`src/rtl/esl_pkg.sv`:
```
package esl_pkg;
  typedef enum logic [1:0] {
    ESL_IDLE = 2'd0,
    ESL_WAIT = 2'd1,
    ESL_EMIT = 2'd2
  } esl_state_e;

  localparam int unsigned ESL_FCNT_W      = 16;
  localparam int unsigned ESL_BYTE_W      = 8;
  localparam logic [7:0]  ESL_ZERO_FILL   = 8'h00;
  localparam logic [7:0]  ESL_STRETCH_PAD = 8'h07;
endpackage

```
`src/rtl/esl_cfg.sv`:
```
module esl_cfg (
  input  logic clk,
  input  logic rst_n,
  input  logic streaming,
  input  logic wr,
  input  logic wdata,
  output logic en_q
);
  always_ff @(posedge clk or negedge rst_n) begin
    if (!rst_n)                en_q <= 1'b1;
    else if (wr && !streaming) en_q <= wdata;
  end


  en_hold_chk: assert property (@(posedge clk) disable iff (!rst_n)
    streaming |=> $stable(en_q));
endmodule

```
`src/rtl/esl_snapshot.sv`:
```
module esl_snapshot
  import esl_pkg::*;
#(
  parameter int unsigned STAT_WORDS = 8,
  parameter int unsigned META_BYTES = 512,
  parameter int unsigned LEN_W      = 12,
  localparam int unsigned POP_BYTES = ESL_FCNT_W / 8 + 4 * STAT_WORDS
) (
  input  logic                      clk,
  input  logic                      rst_n,
  input  logic                      fs_accept,
  input  logic                      fs_capture,
  input  logic                      cfg_stretch,
  input  logic [LEN_W-1:0]          cfg_line_len,
  input  logic [32*STAT_WORDS-1:0]  status_words,
  output logic [POP_BYTES*8-1:0]    snap_o,
  output logic [LEN_W-1:0]          len_o
);
  localparam logic [LEN_W-1:0] META_LEN = LEN_W'(META_BYTES);

  logic [ESL_FCNT_W-1:0] fcnt_q;

  always_ff @(posedge clk or negedge rst_n) begin
    if (!rst_n) begin
      fcnt_q <= '0;
      snap_o <= '0;
      len_o  <= META_LEN;
    end else begin
      if (fs_accept) fcnt_q <= fcnt_q + ESL_FCNT_W'(1);
      if (fs_capture) begin
        snap_o <= {status_words, fcnt_q};
        len_o  <= (cfg_stretch && (cfg_line_len > META_LEN)) ? cfg_line_len : META_LEN;
      end
    end
  end


  fcnt_step_chk: assert property (@(posedge clk) disable iff (!rst_n)
    fs_accept |=> fcnt_q == $past(fcnt_q) + ESL_FCNT_W'(1));


  fcnt_still_chk: assert property (@(posedge clk) disable iff (!rst_n)
    !fs_accept |=> $stable(fcnt_q));
endmodule

```
`src/rtl/esl_byte_gen.sv`:
```
module esl_byte_gen
  import esl_pkg::*;
#(
  parameter int unsigned POP_BYTES  = 34,
  parameter int unsigned META_BYTES = 512,
  parameter int unsigned LEN_W      = 12
) (
  input  logic [LEN_W-1:0]       idx,
  input  logic [POP_BYTES*8-1:0] snap,
  output logic [7:0]             byte_o
);
  localparam logic [LEN_W-1:0] META_LEN = LEN_W'(META_BYTES);

  always_comb begin
    byte_o = ESL_ZERO_FILL;
    for (int b = 0; b < POP_BYTES; b++) begin
      if (idx == LEN_W'(b)) byte_o = snap[b*8 +: 8];
    end
    if (idx >= META_LEN) byte_o = ESL_STRETCH_PAD;
  end
endmodule

```
`src/rtl/esl_stream_mux.sv`:
```
module esl_stream_mux
  import esl_pkg::*;
#(
  parameter int unsigned LEN_W = 12,
  parameter int unsigned DT_W  = 6,
  parameter int unsigned VC_W  = 2
) (
  input  logic             clk,
  input  logic             rst_n,
  input  logic             frame_start,
  input  logic             streaming,
  input  logic             en,
  input  logic [LEN_W-1:0] len,
  input  logic [7:0]       emb_byte,
  output logic [LEN_W-1:0] idx_o,
  output logic             fs_accept,
  output logic             fs_capture,
  input  logic [DT_W-1:0]  emb_dt,
  input  logic [VC_W-1:0]  emb_vc,
  input  logic [DT_W-1:0]  pix_dt,
  input  logic [VC_W-1:0]  pix_vc,
  input  logic             pix_valid,
  output logic             pix_ready,
  input  logic [7:0]       pix_data,
  input  logic             pix_sol,
  input  logic             pix_eol,
  output logic             out_valid,
  input  logic             out_ready,
  output logic [7:0]       out_data,
  output logic [DT_W-1:0]  out_dt,
  output logic [VC_W-1:0]  out_vc,
  output logic             out_sol,
  output logic             out_eol
);
  esl_state_e       state_q;
  logic [LEN_W-1:0] idx_q;
  logic             pix_busy_q;
  logic             emitting, last_byte, pass_ok, pix_fire;

  assign emitting   = (state_q == ESL_EMIT);
  assign last_byte  = (idx_q == len - LEN_W'(1));
  assign fs_accept  = frame_start && streaming && (state_q == ESL_IDLE);
  assign fs_capture = fs_accept && en;
  assign pass_ok    = ((state_q == ESL_IDLE) && (pix_busy_q || !fs_capture)) ||
                      ((state_q == ESL_WAIT) && pix_busy_q);
  assign pix_ready  = pass_ok && out_ready;
  assign pix_fire   = pix_valid && pix_ready;
  assign idx_o      = idx_q;

  always_comb begin
    if (emitting) begin
      out_valid = 1'b1;
      out_data  = emb_byte;
      out_dt    = emb_dt;
      out_vc    = emb_vc;
      out_sol   = (idx_q == '0);
      out_eol   = last_byte;
    end else begin
      out_valid = pix_valid && pass_ok;
      out_data  = pix_data;
      out_dt    = pix_dt;
      out_vc    = pix_vc;
      out_sol   = pix_sol;
      out_eol   = pix_eol;
    end
  end

  always_ff @(posedge clk or negedge rst_n) begin
    if (!rst_n) begin
      state_q    <= ESL_IDLE;
      idx_q      <= '0;
      pix_busy_q <= 1'b0;
    end else begin
      if (pix_fire) begin
        if (pix_eol)      pix_busy_q <= 1'b0;
        else if (pix_sol) pix_busy_q <= 1'b1;
      end
      unique case (state_q)
        ESL_IDLE: if (fs_capture) begin
          state_q <= pix_busy_q ? ESL_WAIT : ESL_EMIT;
          idx_q   <= '0;
        end
        ESL_WAIT: if (!pix_busy_q) state_q <= ESL_EMIT;
        ESL_EMIT: if (out_ready) begin
          if (last_byte) begin
            state_q <= ESL_IDLE;
            idx_q   <= '0;
          end else begin
            idx_q <= idx_q + LEN_W'(1);
          end
        end
        default: state_q <= ESL_IDLE;
      endcase
    end
  end


  emit_hold_chk: assert property (@(posedge clk) disable iff (!rst_n)
    (emitting && !out_ready) |=> (emitting && $stable(out_data) && $stable(out_sol)));


  pix_block_chk: assert property (@(posedge clk) disable iff (!rst_n)
    (state_q != ESL_IDLE) && !(state_q == ESL_WAIT && pix_busy_q) |-> !pix_ready);


  eol_ends_chk: assert property (@(posedge clk) disable iff (!rst_n)
    (emitting && out_ready && out_eol) |=> (state_q == ESL_IDLE));


  wait_line_chk: assert property (@(posedge clk) disable iff (!rst_n)
    (state_q == ESL_IDLE && fs_capture && pix_busy_q) |=> !emitting);
endmodule

```
`src/rtl/emb_status_inserter.sv`:
```
module emb_status_inserter
  import esl_pkg::*;
#(
  parameter int unsigned STAT_WORDS = 8,
  parameter int unsigned META_BYTES = 512,
  parameter int unsigned LEN_W      = 12,
  parameter int unsigned DT_W       = 6,
  parameter int unsigned VC_W       = 2
) (
  input  logic                     clk,
  input  logic                     rst_n,
  input  logic                     streaming,
  input  logic                     cfg_en_wr,
  input  logic                     cfg_en_wdata,
  output logic                     en_state,
  input  logic                     cfg_stretch,
  input  logic [LEN_W-1:0]         cfg_line_len,
  input  logic [DT_W-1:0]          cfg_emb_dt,
  input  logic [VC_W-1:0]          cfg_emb_vc,
  input  logic [DT_W-1:0]          cfg_pix_dt,
  input  logic [VC_W-1:0]          cfg_pix_vc,
  input  logic                     frame_start,
  input  logic [32*STAT_WORDS-1:0] status_words,
  input  logic                     pix_valid,
  output logic                     pix_ready,
  input  logic [7:0]               pix_data,
  input  logic                     pix_sol,
  input  logic                     pix_eol,
  output logic                     out_valid,
  input  logic                     out_ready,
  output logic [7:0]               out_data,
  output logic [DT_W-1:0]          out_dt,
  output logic [VC_W-1:0]          out_vc,
  output logic                     out_sol,
  output logic                     out_eol
);
  localparam int unsigned POP_BYTES = ESL_FCNT_W / 8 + 4 * STAT_WORDS;

  logic                   fs_accept, fs_capture;
  logic [POP_BYTES*8-1:0] snap;
  logic [LEN_W-1:0]       line_len, idx;
  logic [7:0]             emb_byte;

  esl_cfg u_cfg (
    .clk(clk), .rst_n(rst_n), .streaming(streaming),
    .wr(cfg_en_wr), .wdata(cfg_en_wdata), .en_q(en_state)
  );

  esl_snapshot #(.STAT_WORDS(STAT_WORDS), .META_BYTES(META_BYTES), .LEN_W(LEN_W)) u_snap (
    .clk(clk), .rst_n(rst_n), .fs_accept(fs_accept), .fs_capture(fs_capture),
    .cfg_stretch(cfg_stretch), .cfg_line_len(cfg_line_len),
    .status_words(status_words), .snap_o(snap), .len_o(line_len)
  );

  esl_byte_gen #(.POP_BYTES(POP_BYTES), .META_BYTES(META_BYTES), .LEN_W(LEN_W)) u_bytes (
    .idx(idx), .snap(snap), .byte_o(emb_byte)
  );

  esl_stream_mux #(.LEN_W(LEN_W), .DT_W(DT_W), .VC_W(VC_W)) u_mux (
    .clk(clk), .rst_n(rst_n), .frame_start(frame_start), .streaming(streaming),
    .en(en_state), .len(line_len), .emb_byte(emb_byte), .idx_o(idx),
    .fs_accept(fs_accept), .fs_capture(fs_capture),
    .emb_dt(cfg_emb_dt), .emb_vc(cfg_emb_vc), .pix_dt(cfg_pix_dt), .pix_vc(cfg_pix_vc),
    .pix_valid(pix_valid), .pix_ready(pix_ready), .pix_data(pix_data),
    .pix_sol(pix_sol), .pix_eol(pix_eol),
    .out_valid(out_valid), .out_ready(out_ready), .out_data(out_data),
    .out_dt(out_dt), .out_vc(out_vc), .out_sol(out_sol), .out_eol(out_eol)
  );
endmodule

```
`config.mk`:
```
export PLATFORM = sky130hd
export DESIGN_NAME = emb_status_inserter
export DESIGN_NICKNAME = d
export VERILOG_FILES = /design/src/rtl/esl_pkg.sv /design/src/rtl/esl_cfg.sv /design/src/rtl/esl_snapshot.sv /design/src/rtl/esl_byte_gen.sv /design/src/rtl/esl_stream_mux.sv /design/src/rtl/emb_status_inserter.sv
export SDC_FILE = /design/constraint.sdc
export NUM_CORES = 1
export LEC_CHECK = 0
export CAP_MARGIN = 20
export CORE_ASPECT_RATIO = 0.8
export CORE_MARGIN = 8
export CORE_UTILIZATION = 47
export CTS_CLUSTER_SIZE = 16
export DETAILED_ROUTE_END_ITERATION = 8
export GPL_ROUTABILITY_DRIVEN = 1
export PLACE_DENSITY_LB_ADDON = 0.2
export REMOVE_ABC_BUFFERS = 1
export SETUP_SLACK_MARGIN = 0.4
export SLEW_MARGIN = 20
export SYNTH_ARGS = -nofsm -noshare
export SYNTH_HDL_FRONTEND = slang
export SYNTH_SLANG_ARGS = --single-unit
```
`constraint.sdc`:
```
create_clock -name clk -period 3.2 [get_ports clk]
set_input_delay 0.48 -clock clk [delete_from_list [all_inputs] [get_ports clk]]
set_output_delay 0.48 -clock clk [all_outputs]
set_load 0.05 [all_outputs]
```
# ---- Yosys cells after proc, flatten, opt, wreduce, memory -nomap -nowiden
# Index checks and enable logic that the tools add are counted.
dict set report classes {
  div_mod_pow 0
  n_reduce_logical 21
  shifts 0
  bitwise 0
  mul 0
  n_lt_le_gt_ge 2
  mux 54
  eq_ne 40
  addsub 3
}
# cell n
set ops {}
lappend ops {{8-bit 2-to-1 mux} 36}
lappend ops {{12-bit by 5-bit equality test with 1-bit output (second input constant)} 16}
lappend ops {{12-bit by 4-bit equality test with 1-bit output (second input constant)} 8}
lappend ops {{12-bit by 3-bit equality test with 1-bit output (second input constant)} 4}
lappend ops {{12-bit 2-to-1 mux} 4}
lappend ops {{12-bit by 2-bit equality test with 1-bit output (second input constant)} 2}
lappend ops {{12-bit by 6-bit equality test with 1-bit output (second input constant)} 2}
lappend ops {{12-bit one-hot mux with 2 select lines} 1}
lappend ops {{16-bit by 1-bit adder with 16-bit output (second input constant)} 1}
lappend ops {{12-bit by 1-bit adder with 12-bit output (second input constant)} 1}
lappend ops {{12-bit by 1-bit equality test with 1-bit output (second input constant)} 1}
lappend ops {{12-bit equality test} 1}
lappend ops {{12-bit by 10-bit >= comparator with 1-bit output (second input constant)} 1}
lappend ops {{12-bit by 10-bit greater-than comparator with 1-bit output (second input constant)} 1}
lappend ops {{12-bit zero test} 1}
lappend ops {{2-bit 2-to-1 mux} 6}
lappend ops {{12-bit by 1-bit subtractor with 12-bit output (second input constant)} 1}
lappend ops {{1-bit logical AND} 10}
lappend ops {{6-bit 2-to-1 mux} 1}
lappend ops {{2-bit inequality test (second input constant)} 3}
lappend ops {{2-bit one-hot mux with 3 select lines} 1}
lappend ops {{1-bit 2-to-1 mux} 5}
lappend ops {{4-bit AND reduction} 1}
lappend ops {{2-bit nonzero test} 2}
lappend ops {{8 further kinds} 10}
dict set report totals {
  out_inout_bits 21
  mem_bits_rw 0
  register_bits 316
  word_cells 127
  rom_bits 0
  inputBits 303
  memories 0
  latch_bits 0
}

# ---- Longest topological paths before layout
dict set report depth {
  word_depth 37
  mapped_depth 13
  depth_no_buf 10
}

# ---- Cells and area by module
# A second synthesis with hierarchy kept.
dict set report hier_totals {
  hier_cells 1410
  area_unflattened_um2 16308.1
}
# mod area_per_inst_um2 cells_each instances seq_area_each_um2
set modules_own_cells {}
lappend modules_own_cells {esl_snapshot 11215.8 685 1 7508.5}
lappend modules_own_cells {esl_byte_gen 3508.4 541 1 0.0}
lappend modules_own_cells {esl_stream_mux 1529.0 181 1 375.4}
lappend modules_own_cells {esl_cfg 55.1 3 1 26.3}

# ---- Least setup slack after synthesis
# Ideal clock, no wire load.
dict set report synth_path {
  path_kind {reg-to-output}
  from {reg u_mux.idx_q[0], in the netlist u_mux.idx_o[0]}
  to {out out_data[7]}
  required_ns 2.720
  path_buffers 3
  stages_incl_launch_ff 12
  setup_slack_ns -0.813
  arrival_time_ns 3.533
  cell_sequence {dfrtp_1 > inv_1 > ha_1 > clkbuf_1 > clkbuf_1 > clkbuf_1 > nor3_1 > o311ai_0 > o21ai_0 > o41ai_1 > a21oi_1 > o21ai_0}
}
dict set report synth_between {
  elab_chain_len 37
  word_cells_on_any_way 71
  classes_between {order compare: 1; eq/ne: 33; mux: 36; reduce/logical: 1}
}
# item line
set synth_lines {}
lappend synth_lines {{from (decl)} esl_stream_mux.sv:36} ;# logic [LEN_W-1:0] idx_q;
lappend synth_lines {{from (signal assigned)} esl_stream_mux.sv:89} ;# idx_q <= idx_q + LEN_W'(1);
lappend synth_lines {{12-bit zero test} esl_byte_gen.sv:17} ;# if (idx == LEN_W'(b)) byte_o = snap[b*8 +: 8];
lappend synth_lines {{8-bit 2-to-1 mux (34 in a row)} esl_byte_gen.sv:17}
lappend synth_lines {{8-bit 2-to-1 mux (*)} esl_byte_gen.sv:19} ;# if (idx >= META_LEN) byte_o = ESL_STRETCH_PAD;
lappend synth_lines {{8-bit 2-to-1 mux (*)} esl_stream_mux.sv:51} ;# if (emitting) begin
lappend synth_lines {{to (decl)} emb_status_inserter.sv:31} ;# output logic [7:0] out_data,
# Mark *: on every way between the ends. The rest lies on a longest branch, timed or not.

# ---- Worst setup path in the final report
dict set report layout_path {
  from {reg u_mux.idx_q[0], in the netlist u_mux.idx_o[0]}
  to {out out_data[5]}
}
# The elaborated chain is that of the path after synthesis.

==> results by group <==
Clock tree
  – Cts bufs inserted: 34
  – CTS tree: done
  – Num Clock Sinks: 316
  – H-tree depth: 2
  – CTS Buffer Depth: 3
  – Worst-path clk slew: 0.06 ns
  – Worst-Skew Late Latency: 0.53 ns
  – Root Driver: clkbuf_16
  – Post-CTS Hold Buffers: 0

Critical path
  – CP Data Arrival Time: 3.52 ns
  – Startpoint class of the critical path: flop
  – Worst setup EP type: primary output
  – CP Data Required Time: approximately 2.7 ns
  – Kind of critical path: flop to primary output
  – Crit-path max FO: 11

Min path
  – Worst hold path type: input pin to asynchronous set/reset pin

Global route
  – First-pass GRT wire length: ~99000 um
  – Overall global routing resource usage: 30.9%
  – Largest net degree at the start of global routing: around 160
  – Total global routing overflow: 0
  – Initial antenna violation count: 0
  – Vias in the first global route: approximately 17000

Synth
  – Most used DFF post-synth: dfrtp_1
  – Yosys warning count: 0
  – Yosys reg bits: 316
  – Ys async rst share: 100%
  – Leading area contributor after synthesis: dfrtp_1
  – Mean Syn Cell Area: 7.95 sq um
  – Area contributors post-synth: dfrtp_1 48%, nand2_1 21%, clkbuf_1 2.7%
  – Synth cell types: 79
  – Post-synth EDFFs: 0
  – Cells after synthesis: 2044
  – Sequential fraction of the synthesis area: 48.7%
  – Top-area cell type share of the netlist area: about half
  – Mapped Area: 16300 sq um

Detailed routing
  – DR pass1 iterations: 7
  – Post-Route WL: 65200 um
  – Routed Antenna Nets: 0
  – Vias: 17300
  – DR vias/cell: 5.61
  – Post-route DRC violation count: 0
  – Detailed Route Iter0 Violations: 1818
  – Wire per inst: 21.1 um

Floorplan
  – I/O pin cnt: ~320
  – Die H: 182 um
  – Core Rows: 61
  – Chip Width: 224 um
  – Die area: 40800 sq um
  – Core area: 34400 sq um
  – Initial Utilization: a little under half

Timing
  – Final setup fails: 9
  – Endpoints failing hold: 0
  – Fin crit period: 4.00 ns
  – Final setup skew: roughly 0.012 ns
  – Actual slew at the worst max-slew pin: a little under 0.9 ns
  – Fin worst setup slack: -0.802 ns
  – WHS: ~0.025 ns
  – Fmax: 250 MHz
  – Final period util: 125%
  – RSZ-0062 raised after global routing: true
  – Fin Setup TNS: -5.94 ns
  – Slew margin rel.: 41.0%
  – Final slew viol count: 0

Layout
  – Fraction of layout cells with a size suffix above 1: roughly 22%
  – Nets@finish: 2901
  – Filler Cell Count: 2675
  – Most frequent cells in the layout: 912 x nand2_1, 309 x dfrtp_1, 302 x clkdlybuf4s50_1
  – Fin util: 72.0%
  – Most common cell after layout, fill and taps aside: nand2_1
  – ANT cells: 0
  – P&R area growth vs syn: 52.5%
  – Finished Layout Cells: 3088

Power
  – Peak VDD IR: approximately 0.00046 V
  – PwrDens: 772 nW/um^2
  – Leak: 11.7 nW
  – Power Total: 19.1 mW

Status
  – Failing checks: negative setup slack
  – Status: finished with violations

Placement
  – Port Buffers: 323
  – Placed insts: 2990
  – Final HPWL DP: 48600 um
  – RePlAce Congestion: 0.970

Flow run
  – Max Cap Viol: 0
stage by stage:
step / setup slack [ns] / instance area (sq um)
6_report: -0.802 / 24800
5_1_grt: -0.912 / 24800
4_1_cts: -0.768 / 24300
3_5_place_dp: -0.646 / 21900
3_3_place_gp: -0.707 / 21900
2_1_floorplan: -4.16 / 15800
cell type report:
| type | instances | area (sq um) | area share (%) |
|---|---|---|---|
| Clock buffer | 50 | 1070 | 4.34 |
| Clock inverter | 10 | 139 | 0.560 |
| Inverter | 28 | 110 | 0.444 |
| Multi-Input combinational cell | 1574 | 8900 | 35.9 |
| Sequential cell | 316 | 7920 | 31.9 |
| Tap cell | 472 | 591 | 2.38 |
| Timing Repair Buffer | 638 | 6050 | 24.4 |
report_power, final:
| part | total [mW] | internal (mW) | switching, mW |
|---|---|---|---|
| logic | 7.56 | 3.48 | 4.09 |
| registers | 7.32 | 5.79 | 1.53 |
| clock network | 4.25 | 2.58 | 1.67 |
| total | 19.1 | 11.8 | 7.28 |
flip-flops by register name, indices dropped and copies added, names as in the netlist:
register,flops
u_snap.snap_o,272
u_snap.fcnt_q,16
u_mux.idx_o,12
u_snap.len_o,12
u_mux.state_q,2
u_cfg.en_q,1
u_mux.pix_busy_q,1
synthesized netlist by cell type, types with 18 or more instances:
master and number:
o211ai_1 18, o221ai_1 20, nor2_1 84, clkbuf_1 115, nand2_1 918, nand3_1 45
inv_1 28, nor3_1 27, a21oi_1 62, o21ai_0 72, dfrtp_1 314, xnor2_1 19
cell families (layout without fill, tap and decap cells):
logic type / Yosys count / after routing / share of synthesized area (%)
AOI/OAI and AO/OA: 335 / 335 / 14.2
xor gates and xnor gates: 32 / 32 / 1.72
adders and majority gates: 6 / 6 / 0.462
buffers and inverters: 154 / 726 / 3.76
DFF: 316 / 316 / 48.7
muxes: 2 / 2 / 0.139
and+or+nand+nor: 1199 / 1199 / 31.0
layer usage:
layer	share of wire [%]	vias up	global-route usage [%]	routed length [um]
li1	-	7987	-	-
met2	45	773	47.5	29300
met3	8.7	107	7.22	5670
met5	0	-	0	0
met4	2.8	0	8.76	1800
met1	44	8451	43.2	28400
critical path, stage by stage (launching register included):
cell and delay [ns]:
dfrtp_2 0.47, inv_4 0.07, ha_4 0.17, buf_8 0.15, nor3b_4 0.16, buf_4 0.16, buf_4 0.16, a221o_1 0.33
o211ai_1 0.16, a31oi_4 0.17, buf_6 0.14, o211ai_1 0.35, o211ai_1 0.26, clkbuf_16 0.24
final timing paths:
kind / depth (start not counted) / startpoint / to / slack [ns]
max in group asynchronous: 2 / rst_n / u_snap.snap_o[160] / 2.34
min reg2reg: 2 / u_snap.snap_o[110] / u_snap.snap_o[110] / 0.48
min: 1 / rst_n / u_snap.snap_o[35] / 0.02
min in group clk: 3 / status_words[164] / u_snap.snap_o[180] / 0.48
max reg2reg: 13 / u_snap.len_o[0] / u_mux.idx_o[2] / 0.04
max: 13 / u_mux.idx_o[0] / out_data[5] / -0.80
what timing repair did:
item,CTS,global route
setup endpoints to repair,29,27
gates resized for setup,228,96
buffers inserted,28,10
pin swaps,75,52
Power figures use the tool's default switching activity.
